$ cat src/rtl/pe_timer_pkg.sv
package pe_timer_pkg;

  typedef enum logic [1:0] {
    ST_IDLE  = 2'd0,
    ST_PULSE = 2'd1,
    ST_RECOV = 2'd2
  } pe_state_t;

  // Base exponent and erase increment of the binary pulse counter
  localparam int unsigned EXP_BASE  = 5;
  localparam int unsigned ERASE_EXP = 10;
  // Recovery lengths in scaled ticks
  localparam int unsigned REC_SCALED = 48;
  localparam int unsigned REC_RAW    = 128;

endpackage

$ cat src/rtl/pe_prescaler.sv
module pe_prescaler #(
  parameter int RANGE_W = 3
) (
  input  logic               clk,
  input  logic               rst,
  input  logic               run,
  input  logic               restart,
  input  logic [RANGE_W-1:0] div_m1,
  output logic               tick
);

  logic [RANGE_W-1:0] presc_q;

  assign tick = run && (presc_q == div_m1);

  always_ff @(posedge clk) begin
    if (rst || restart || !run) begin
      presc_q <= '0;
    end else if (presc_q == div_m1) begin
      presc_q <= '0;
    end else begin
      presc_q <= presc_q + 1'b1;
    end
  end

  // the divider phase never exceeds the selected factor minus one
  a_r2_presc_bound: assert property (@(posedge clk) disable iff (rst)
    run |-> (presc_q <= div_m1));

endmodule

$ cat src/rtl/pe_pulse_counter.sv
module pe_pulse_counter #(
  parameter int CNT_W = 26
) (
  input  logic             clk,
  input  logic             rst,
  input  logic             clear,
  input  logic             tick,
  input  logic [CNT_W-1:0] term,
  output logic             last
);

  logic [CNT_W-1:0] cnt_q;

  assign last = tick && (cnt_q == term - 1'b1);

  always_ff @(posedge clk) begin
    if (rst || clear) begin
      cnt_q <= '0;
    end else if (tick) begin
      cnt_q <= cnt_q + 1'b1;
    end
  end

  // the tick count stays below the pulse length in ticks
  a_r5_count_bound: assert property (@(posedge clk) disable iff (rst)
    !clear |-> (cnt_q < term));

endmodule

$ cat src/rtl/pe_recovery_counter.sv
module pe_recovery_counter #(
  parameter int REC_SCALED = 48,
  parameter int REC_RAW    = 128
) (
  input  logic clk,
  input  logic rst,
  input  logic run,
  input  logic tick,
  input  logic raw_mode,
  output logic last
);

  localparam int REC_MAX = (REC_SCALED > REC_RAW) ? REC_SCALED : REC_RAW;
  localparam int REC_W   = $clog2(REC_MAX + 1);

  logic [REC_W-1:0] cnt_q;
  logic [REC_W-1:0] limit;

  assign limit = raw_mode ? REC_W'(REC_RAW) : REC_W'(REC_SCALED);
  assign last  = tick && (cnt_q == limit - 1'b1);

  always_ff @(posedge clk) begin
    if (rst || !run) begin
      cnt_q <= '0;
    end else if (tick) begin
      cnt_q <= cnt_q + 1'b1;
    end
  end

  // recovery count never passes its selected limit
  a_r6_rec_bound: assert property (@(posedge clk) disable iff (rst)
    run |-> (cnt_q < limit));

endmodule

$ cat src/rtl/pe_pulse_timer.sv
module pe_pulse_timer
  import pe_timer_pkg::*;
#(
  parameter int RANGE_W = 3,
  parameter int ADJ_W   = 2,
  parameter int MULT_W  = 7
) (
  input  logic               clk,
  input  logic               rst,
  input  logic [RANGE_W-1:0] range_sel,
  input  logic [ADJ_W-1:0]   exp_adj,
  input  logic [MULT_W-1:0]  mult,
  input  logic               erase_mode,
  input  logic               hv_req,
  output logic               hv_active,
  output logic               recov_busy,
  output logic               done
);

  localparam int MAX_N  = EXP_BASE + (2**ADJ_W - 1) + ERASE_EXP;
  localparam int CNT_W  = MULT_W + 1 + MAX_N + 1;
  localparam int EXP_W  = $clog2(MAX_N + 1);

  pe_state_t st_q, st_n;
  logic               req_q;
  logic [RANGE_W-1:0] rng_q;
  logic [ADJ_W-1:0]   adj_q;
  logic [MULT_W-1:0]  mul_q;
  logic               ers_q;

  logic start, pulse_end, rec_end;
  logic tick, p_last, r_last;
  logic [EXP_W-1:0] n_exp;
  logic [CNT_W-1:0] term;

  // Pulse length in scaled ticks: (mult+1) << N
  always_comb begin
    n_exp = EXP_W'(EXP_BASE) + EXP_W'(adj_q) + (ers_q ? EXP_W'(ERASE_EXP) : '0);
    term  = (CNT_W'(mul_q) + 1'b1) << n_exp;
  end

  always_comb begin
    start     = (st_q == ST_IDLE) && hv_req && !req_q;
    pulse_end = (st_q == ST_PULSE) && (p_last || !hv_req);
    rec_end   = (st_q == ST_RECOV) && r_last;
    st_n      = st_q;
    case (st_q)
      ST_IDLE:  if (start)     st_n = ST_PULSE;
      ST_PULSE: if (pulse_end) st_n = ST_RECOV;
      ST_RECOV: if (rec_end)   st_n = ST_IDLE;
      default:                 st_n = ST_IDLE;
    endcase
  end

  always_ff @(posedge clk) begin
    if (rst) begin
      st_q       <= ST_IDLE;
      req_q      <= 1'b0;
      rng_q      <= '0;
      adj_q      <= '0;
      mul_q      <= '0;
      ers_q      <= 1'b0;
      hv_active  <= 1'b0;
      recov_busy <= 1'b0;
      done       <= 1'b0;
    end else begin
      st_q       <= st_n;
      req_q      <= hv_req;
      hv_active  <= (st_n != ST_IDLE);
      recov_busy <= (st_n == ST_RECOV);
      done       <= rec_end;
      if (start) begin
        rng_q <= range_sel;
        adj_q <= exp_adj;
        mul_q <= mult;
        ers_q <= erase_mode;
      end
    end
  end

  pe_prescaler #(.RANGE_W(RANGE_W)) i_presc (
    .clk     (clk),
    .rst     (rst),
    .run     (st_q != ST_IDLE),
    .restart (st_n != st_q),
    .div_m1  (rng_q),
    .tick    (tick)
  );

  pe_pulse_counter #(.CNT_W(CNT_W)) i_pulse (
    .clk   (clk),
    .rst   (rst),
    .clear ((st_q != ST_PULSE) || pulse_end),
    .tick  (tick),
    .term  (term),
    .last  (p_last)
  );

  pe_recovery_counter #(
    .REC_SCALED (REC_SCALED),
    .REC_RAW    (REC_RAW)
  ) i_recov (
    .clk      (clk),
    .rst      (rst),
    .run      (st_q == ST_RECOV),
    .tick     (tick),
    .raw_mode (rng_q == '0),
    .last     (r_last)
  );

  // recovery flag only within the high-voltage window
  a_r8_busy_inside_hv: assert property (@(posedge clk) disable iff (rst)
    recov_busy |-> hv_active);

  // done lasts one cycle and follows recovery with outputs idle
  a_r9_done_single: assert property (@(posedge clk) disable iff (rst)
    done |=> !done);
  a_r9_done_after_recov: assert property (@(posedge clk) disable iff (rst)
    done |-> ($past(recov_busy) && !hv_active && !recov_busy));
  a_r9_recov_exit: assert property (@(posedge clk) disable iff (rst)
    recov_busy |=> (recov_busy || done));

  // an early drop of the request enters recovery next cycle
  a_r10_abort: assert property (@(posedge clk) disable iff (rst)
    (hv_active && !recov_busy && !hv_req) |=> recov_busy);

  // captured parameters stay fixed while busy
  a_r11_hold_params: assert property (@(posedge clk) disable iff (rst)
    (hv_active && $past(hv_active)) |->
      ($stable(rng_q) && $stable(adj_q) && $stable(mul_q) && $stable(ers_q)));

endmodule

$ cat config.mk
export PLATFORM = sky130hd
export DESIGN_NAME = pe_pulse_timer
export DESIGN_NICKNAME = d
export VERILOG_FILES = /design/src/rtl/pe_timer_pkg.sv /design/src/rtl/pe_prescaler.sv /design/src/rtl/pe_pulse_counter.sv /design/src/rtl/pe_recovery_counter.sv /design/src/rtl/pe_pulse_timer.sv
export SDC_FILE = /design/constraint.sdc
export NUM_CORES = 1
export LEC_CHECK = 0
export ABC_AREA = 1
export BUFFER_PORTS_ARGS = -buffer_cell sky130_fd_sc_hd__clkbuf_2
export CORE_UTILIZATION = 29
export CTS_CLUSTER_SIZE = 16
export DETAILED_ROUTE_END_ITERATION = 8
export PLACE_DENSITY = 0.55
export SLEW_MARGIN = 20
export SYNTH_ARGS = -nofsm -noshare
export SYNTH_HDL_FRONTEND = slang
export SYNTH_HIERARCHICAL = 1
export SYNTH_SLANG_ARGS = --single-unit
$ cat constraint.sdc
create_clock -name clk -period 9.7 [get_ports clk]
set_input_delay 1.94 -clock clk [delete_from_list [all_inputs] [get_ports clk]]
set_output_delay 1.94 -clock clk [all_outputs]
set_load 0.005 [all_outputs]
Word-level counts from Yosys, hierarchy flattened
Index checks and enable logic that the tools add are counted.

Eq/ne operators: 8. Mux-type cells: 6. Add/subtract/negate cells: 8. Reductions and logical operators: 22. Shift-type cells: 1.

Operators with widths (count): $add 27x1->27 const B (1); $eq 27x27->1 (1); $shl 8x5->27 (1); $sub 27x1->27 const B (1); $add 7x1->8 const B (1); $add 8x1->8 const B (1); $eq 8x8->1 (1); $mux 8 (1); $sub 8x1->8 const B (1); $logic_and 1x1->1 (7); $logic_or 1x1->1 (6); $mux 2 (3); $pmux 2 s3 (1); $add 4x4->5 (1); $add 3x2->4 const A (1); $eq 2x2->1 const B (2); $logic_not 1->1 (4); $mux 4 (1); $reduce_bool 2->1 (2); $add 3x1->3 const B (1); $eq 3x3->1 (1); $logic_not 3->1 (1); $eq 2x1->1 const B (1); $logic_not 2->1 (1); 3 further kinds (3).

Bits of input ports: 16. Flip-flop bits (word level): 57. Output and inout port bits: 3. Word-level logic and storage cells: 57.

Logic depth before layout (Yosys ltp)
Depth after elaboration: 14. Depth in mapped cells: 30. Depth with buffers taken out: 30.

Cells and area by module
The synthesis kept the hierarchy.

Modules (own cells, without submodules): pe_pulse_counter (cells an instance 438, area an instance 2580.0 um^2, sequential area each 540.5 um^2, times used 1); pe_pulse_timer (cells an instance 237, area an instance 1408.9 um^2, sequential area each 380.4 um^2, times used 1); pe_recovery_counter (cells an instance 60, area an instance 402.9 um^2, sequential area each 160.2 um^2, times used 1); pe_prescaler (cells an instance 25, area an instance 171.4 um^2, sequential area each 60.1 um^2, times used 1).

Worst setup path after synthesis
No wires, ideal clock.

Kind: reg2reg. Start point: reg adj_q[0]. End point: reg i_pulse.cnt_q[5]. Required time: 9.614 ns. Path buffers: 1. Slack: 5.767 ns. Cell stages (with the launch flop): 26. Setup time: 0.086 ns. Arrival time: 3.847 ns. Period minus slack after synthesis: 3.933 ns. Cells stage by stage: dfxtp_1 -> fa_1 -> ha_1 -> inv_1 -> nor2_1 -> inv_1 -> o21ai_0 -> nor2_1 -> nand2_1 -> nor2_2 -> nand2_1 -> nor2_2 -> nand2_1 -> nand3_1 -> nand2_1 -> nor2_1 -> nand2_1 -> nor3_2 -> o21ai_0 -> inv_1 -> nor3_1 -> inv_1 -> nor2_1 -> inv_1 -> clkbuf_1 -> a211oi_1.

Word-level cells in the longest chain between the ends: 10.

Ends and longest elaborated chain: start, declared (line pe_pulse_timer.sv:27) `logic [ADJ_W-1:0] adj_q;`; start signal, assigned (line pe_pulse_timer.sv:74) `adj_q <= exp_adj;`; $add 3x2->4 (line pe_pulse_timer.sv:38) `n_exp = EXP_W'(EXP_BASE) + EXP_W'(adj_q) + (ers_q ? EXP_W'(ERASE_EXP) : '0);`; $add 4x4->5 (line pe_pulse_timer.sv:38); $shl 8x5->27 (line pe_pulse_timer.sv:39) `term = (CNT_W'(mul_q) + 1'b1) << n_exp;`; via term[13] (line pe_pulse_timer.sv:34) `logic [CNT_W-1:0] term;`; $sub 27x1->27 (line pe_pulse_counter.sv:14) `assign last = tick && (cnt_q == term - 1'b1);`; $eq 27x27->1 (line pe_pulse_counter.sv:14); $logic_and 1x1->1 (line pe_pulse_counter.sv:14); via p_last (line pe_pulse_timer.sv:32) `logic tick, p_last, r_last;`; $logic_or 1x1->1 (line pe_pulse_timer.sv:44) `pulse_end = (st_q == ST_PULSE) && (p_last || !hv_req);`; $logic_and 1x1->1 (line pe_pulse_timer.sv:44); $logic_or 1x1->1 (line pe_pulse_timer.sv:93) `.clear ((st_q != ST_PULSE) || pulse_end),`; $logic_or 1x1->1 (line pe_pulse_counter.sv:17) `if (rst || clear) begin`; end signal, assigned (line pe_pulse_counter.sv:20) `cnt_q <= cnt_q + 1'b1;`; end, declared (line pe_pulse_counter.sv:12) `logic [CNT_W-1:0] cnt_q;`.

The timed path passes the listed nets, and every way through them passes these cells. A chain may end at the register's enable or synchronous reset.

Final worst setup path
Start point: reg adj_q[0]. End point: reg i_pulse.cnt_q[23].

The elaborated chain is that of the path after synthesis.

==> impl_metrics.ini <==
[sta]
fin_worst_skew_ns = 0.00756
min_period_ns = 5.10
finalMaxSlewViolations = 0
worst-slew-pin-transition_ns = 0.882
max-slew-margin-rel_pct = 41.0
fin_crit_sh_pct = 52.6
rsz0062_at_grt = no
fin_tns_setup_ns = 0
final-hold-violation-count = 0
fmax_mhz = 196
setup_ws_ns = 4.60
finalSetupViolations = 0

[cells_and_area]
final_cell_mix = nand2_1 (202), nor2_1 (108), inv_1 (105)
drive_gt1_share_pct = 10.7
mostFrequentLayoutCell = nand2_1
fin_nets = 803
syn_to_final_growth_pct = 12.5
antenna_cells = 0
final_area_sq_um = 5130
finish.utilization_pct = 33.6

[placement]
port_buffers = 18
placed_area_sq_um = 4860
pre_cts_slack_ns = 4.67
hpwl_um = 9720
place_congestion = 0.984

[floorplan]
chipWidth_um = 127
initial_utilization_pct = 29.9
dieArea_sq_um = 16200
fp.dieH_um = 127
core_sq_um = 15300
rows = 45
pin_count = 19

[worst_hold_path]
hold_path.class = reg2reg

[pwr]
p_switching_mw = 0.325
vdd_drop_max_uv = 73.3
intPower_mw = 0.501
p_leak_nw = 2.21
combPwrFrac_pct = 35.2
power.density_nw_per_um2 = 161
swShare_pct = 39.4
p_clk_share_pct = 34.8
seqPwrFrac_pct = 30.0

[synth]
synthCells = 760
synth_area_per_cell_sq_um = 6.00
syn-num-nets = 783
synth_top_cell_by_area = dfxtp_1
ys_seq_area_share_pct = 25.0
synth_cell_types = 43
synth_area_leaders = dfxtp_1 (25%), nand2_1 (17%), nor2_1 (8.9%)
synth.cell_area_sq_um = 4560
synth_warnings = 6
synth-seq-cells = 57
netlist.area_leader.share_pct = 25.0

[worst_setup_path]
critPathLaunchType = flip-flop
cp_max_fo = 16
path_class = reg2reg
arrival_ns = 5.32
cpLargestDelayFamily = simple AND/OR/NAND/NOR gates
path_buf_inv = 6
slowest_stage = fa_1
worst_setup_path_end_kind = flip-flop
slowest_delay_ns = 0.63
cp.required_ns = 9.92

[global_route]
antenna_found_initial = 0
grt-ovfl-total = 0
grt_pass1_vias = 4343
grt_pass1_wl_um = 20600
grt_usage_pct = 15.9
grt_max_degree = 23

[clocking]
cts_buffer_depth = 2
cts_made_buffers = 9
worstSkewPairLatency_ns = 0.33
root_buffer = clkbuf_16
clk_pin_slew_worst_paths_ns = 0.05
htree_levels = 3
clkSinkCount = 57
cts.repair.resized = 0
hold_buffers = 0
cts_tree = done
post-cts-setup-buffers = 0

[routing]
drt-total-wl_um = 11900
vias = 4655
ant_nets = 0
drtIter0Drc = 345
routed_via_density = 4.67
drt_pre_antenna_iters = 7
drc_errors = 0
routedWlPerCell_um = 12.0

[run_status]
outcome = completed

[job]
cap_violations = 0
stage by stage:
| step | std cells | power [mW] | hold WS (ns) |
|---|---|---|---|
| 2_1_floorplan | 760 | 0.485 | 0.430 |
| 3_3_place_gp | 980 | 0.543 | 0.451 |
| 3_5_place_dp | 980 | 0.541 | 0.460 |
| 4_1_cts | 996 | 0.832 | 0.499 |
| 5_1_grt | 996 | 0.891 | 0.519 |
| 6_report | 996 | 0.827 | 0.498 |
sequential cells by signal, summed over array words and instances, names as in the netlist, 2 cells and up:
name / cells
i_presc/presc_q: 3
i_pulse/cnt_q: 27
rng_q: 3
st_q: 2
adj_q: 2
mul_q: 7
i_recov/cnt_q: 8
final timing paths:
check / from / endpoint / slack, ns / cells past startpoint
setup / recovery: adj_q[0] / i_pulse/cnt_q[23] / 4.60 / 25
hold / removal: rng_q[1] / rng_q[1] / 0.50 / 2
setup reg to reg: adj_q[0] / i_pulse/cnt_q[23] / 4.60 / 25
hold reg to reg: rng_q[1] / rng_q[1] / 0.50 / 2
worst register-to-register path, delay by kind of cell, from the launching register on:
kind	cells	cell delay, ns
fa+ha+maj	2	1.11
flops	1	0.41
buf+inv	6	1.00
simple gates	13	1.64
compound gates	4	0.84
Yosys cell counts (all sizes together):
library cell / instances
nand2: 212
ha: 6
nand4: 23
o21a: 2
or2: 1
a31oi: 2
nor4: 4
buf: 6
nand3b: 5
nand3: 70
o21bai: 3
xor2: 9
dfxtp: 57
o211ai: 1
and3: 1
clkbuf: 4
inv: 109
a211oi: 10
nor2: 127
nor3b: 1
fa: 1
xnor2: 11
a21oi: 36
clkinv: 2
nor3: 20
o21ai: 37
metal layers:
layer / global-route usage (%) / share of wire (%) / up-vias
met1: 21.0 / 50 / 2069
met4: 5.95 / 1.9 / 0
li1: - / - / 2489
met2: 26.6 / 45 / 80
met5: 0 / 0 / -
met3: 1.72 / 2.8 / 17
logic make-up after synthesis:
kind of cell / Yosys count / share of synthesized area [%]
and+or+nand+nor: 464 / 47.2
xor gates and xnor gates: 20 / 3.84
AOI/OAI and AO/OA: 91 / 11.3
adders and majority gates: 7 / 2.08
DFF: 57 / 25.0
buffers and inverters: 121 / 10.6
area by class of cell:
cell class | count | area (sq um)
Fill cell | 1654 | 10100
Multi-Input combinational cell | 582 | 2940
Sequential cell | 57 | 1140
Inverter | 111 | 420
Tap cell | 211 | 264
Clock buffer | 9 | 225
Timing Repair Buffer | 19 | 97.6
Clock inverter | 7 | 46.3
power groups by stage:
stage / clock network [mW] / logic [mW] / registers [mW]
2_1_floorplan: 0 / 0.234 / 0.251
3_3_place_gp: 0 / 0.290 / 0.253
3_5_place_dp: 0 / 0.288 / 0.253
4_1_cts: 0.294 / 0.289 / 0.248
5_1_grt: 0.308 / 0.334 / 0.249
6_report: 0.288 / 0.291 / 0.248
Power figures use the tool's default switching activity.
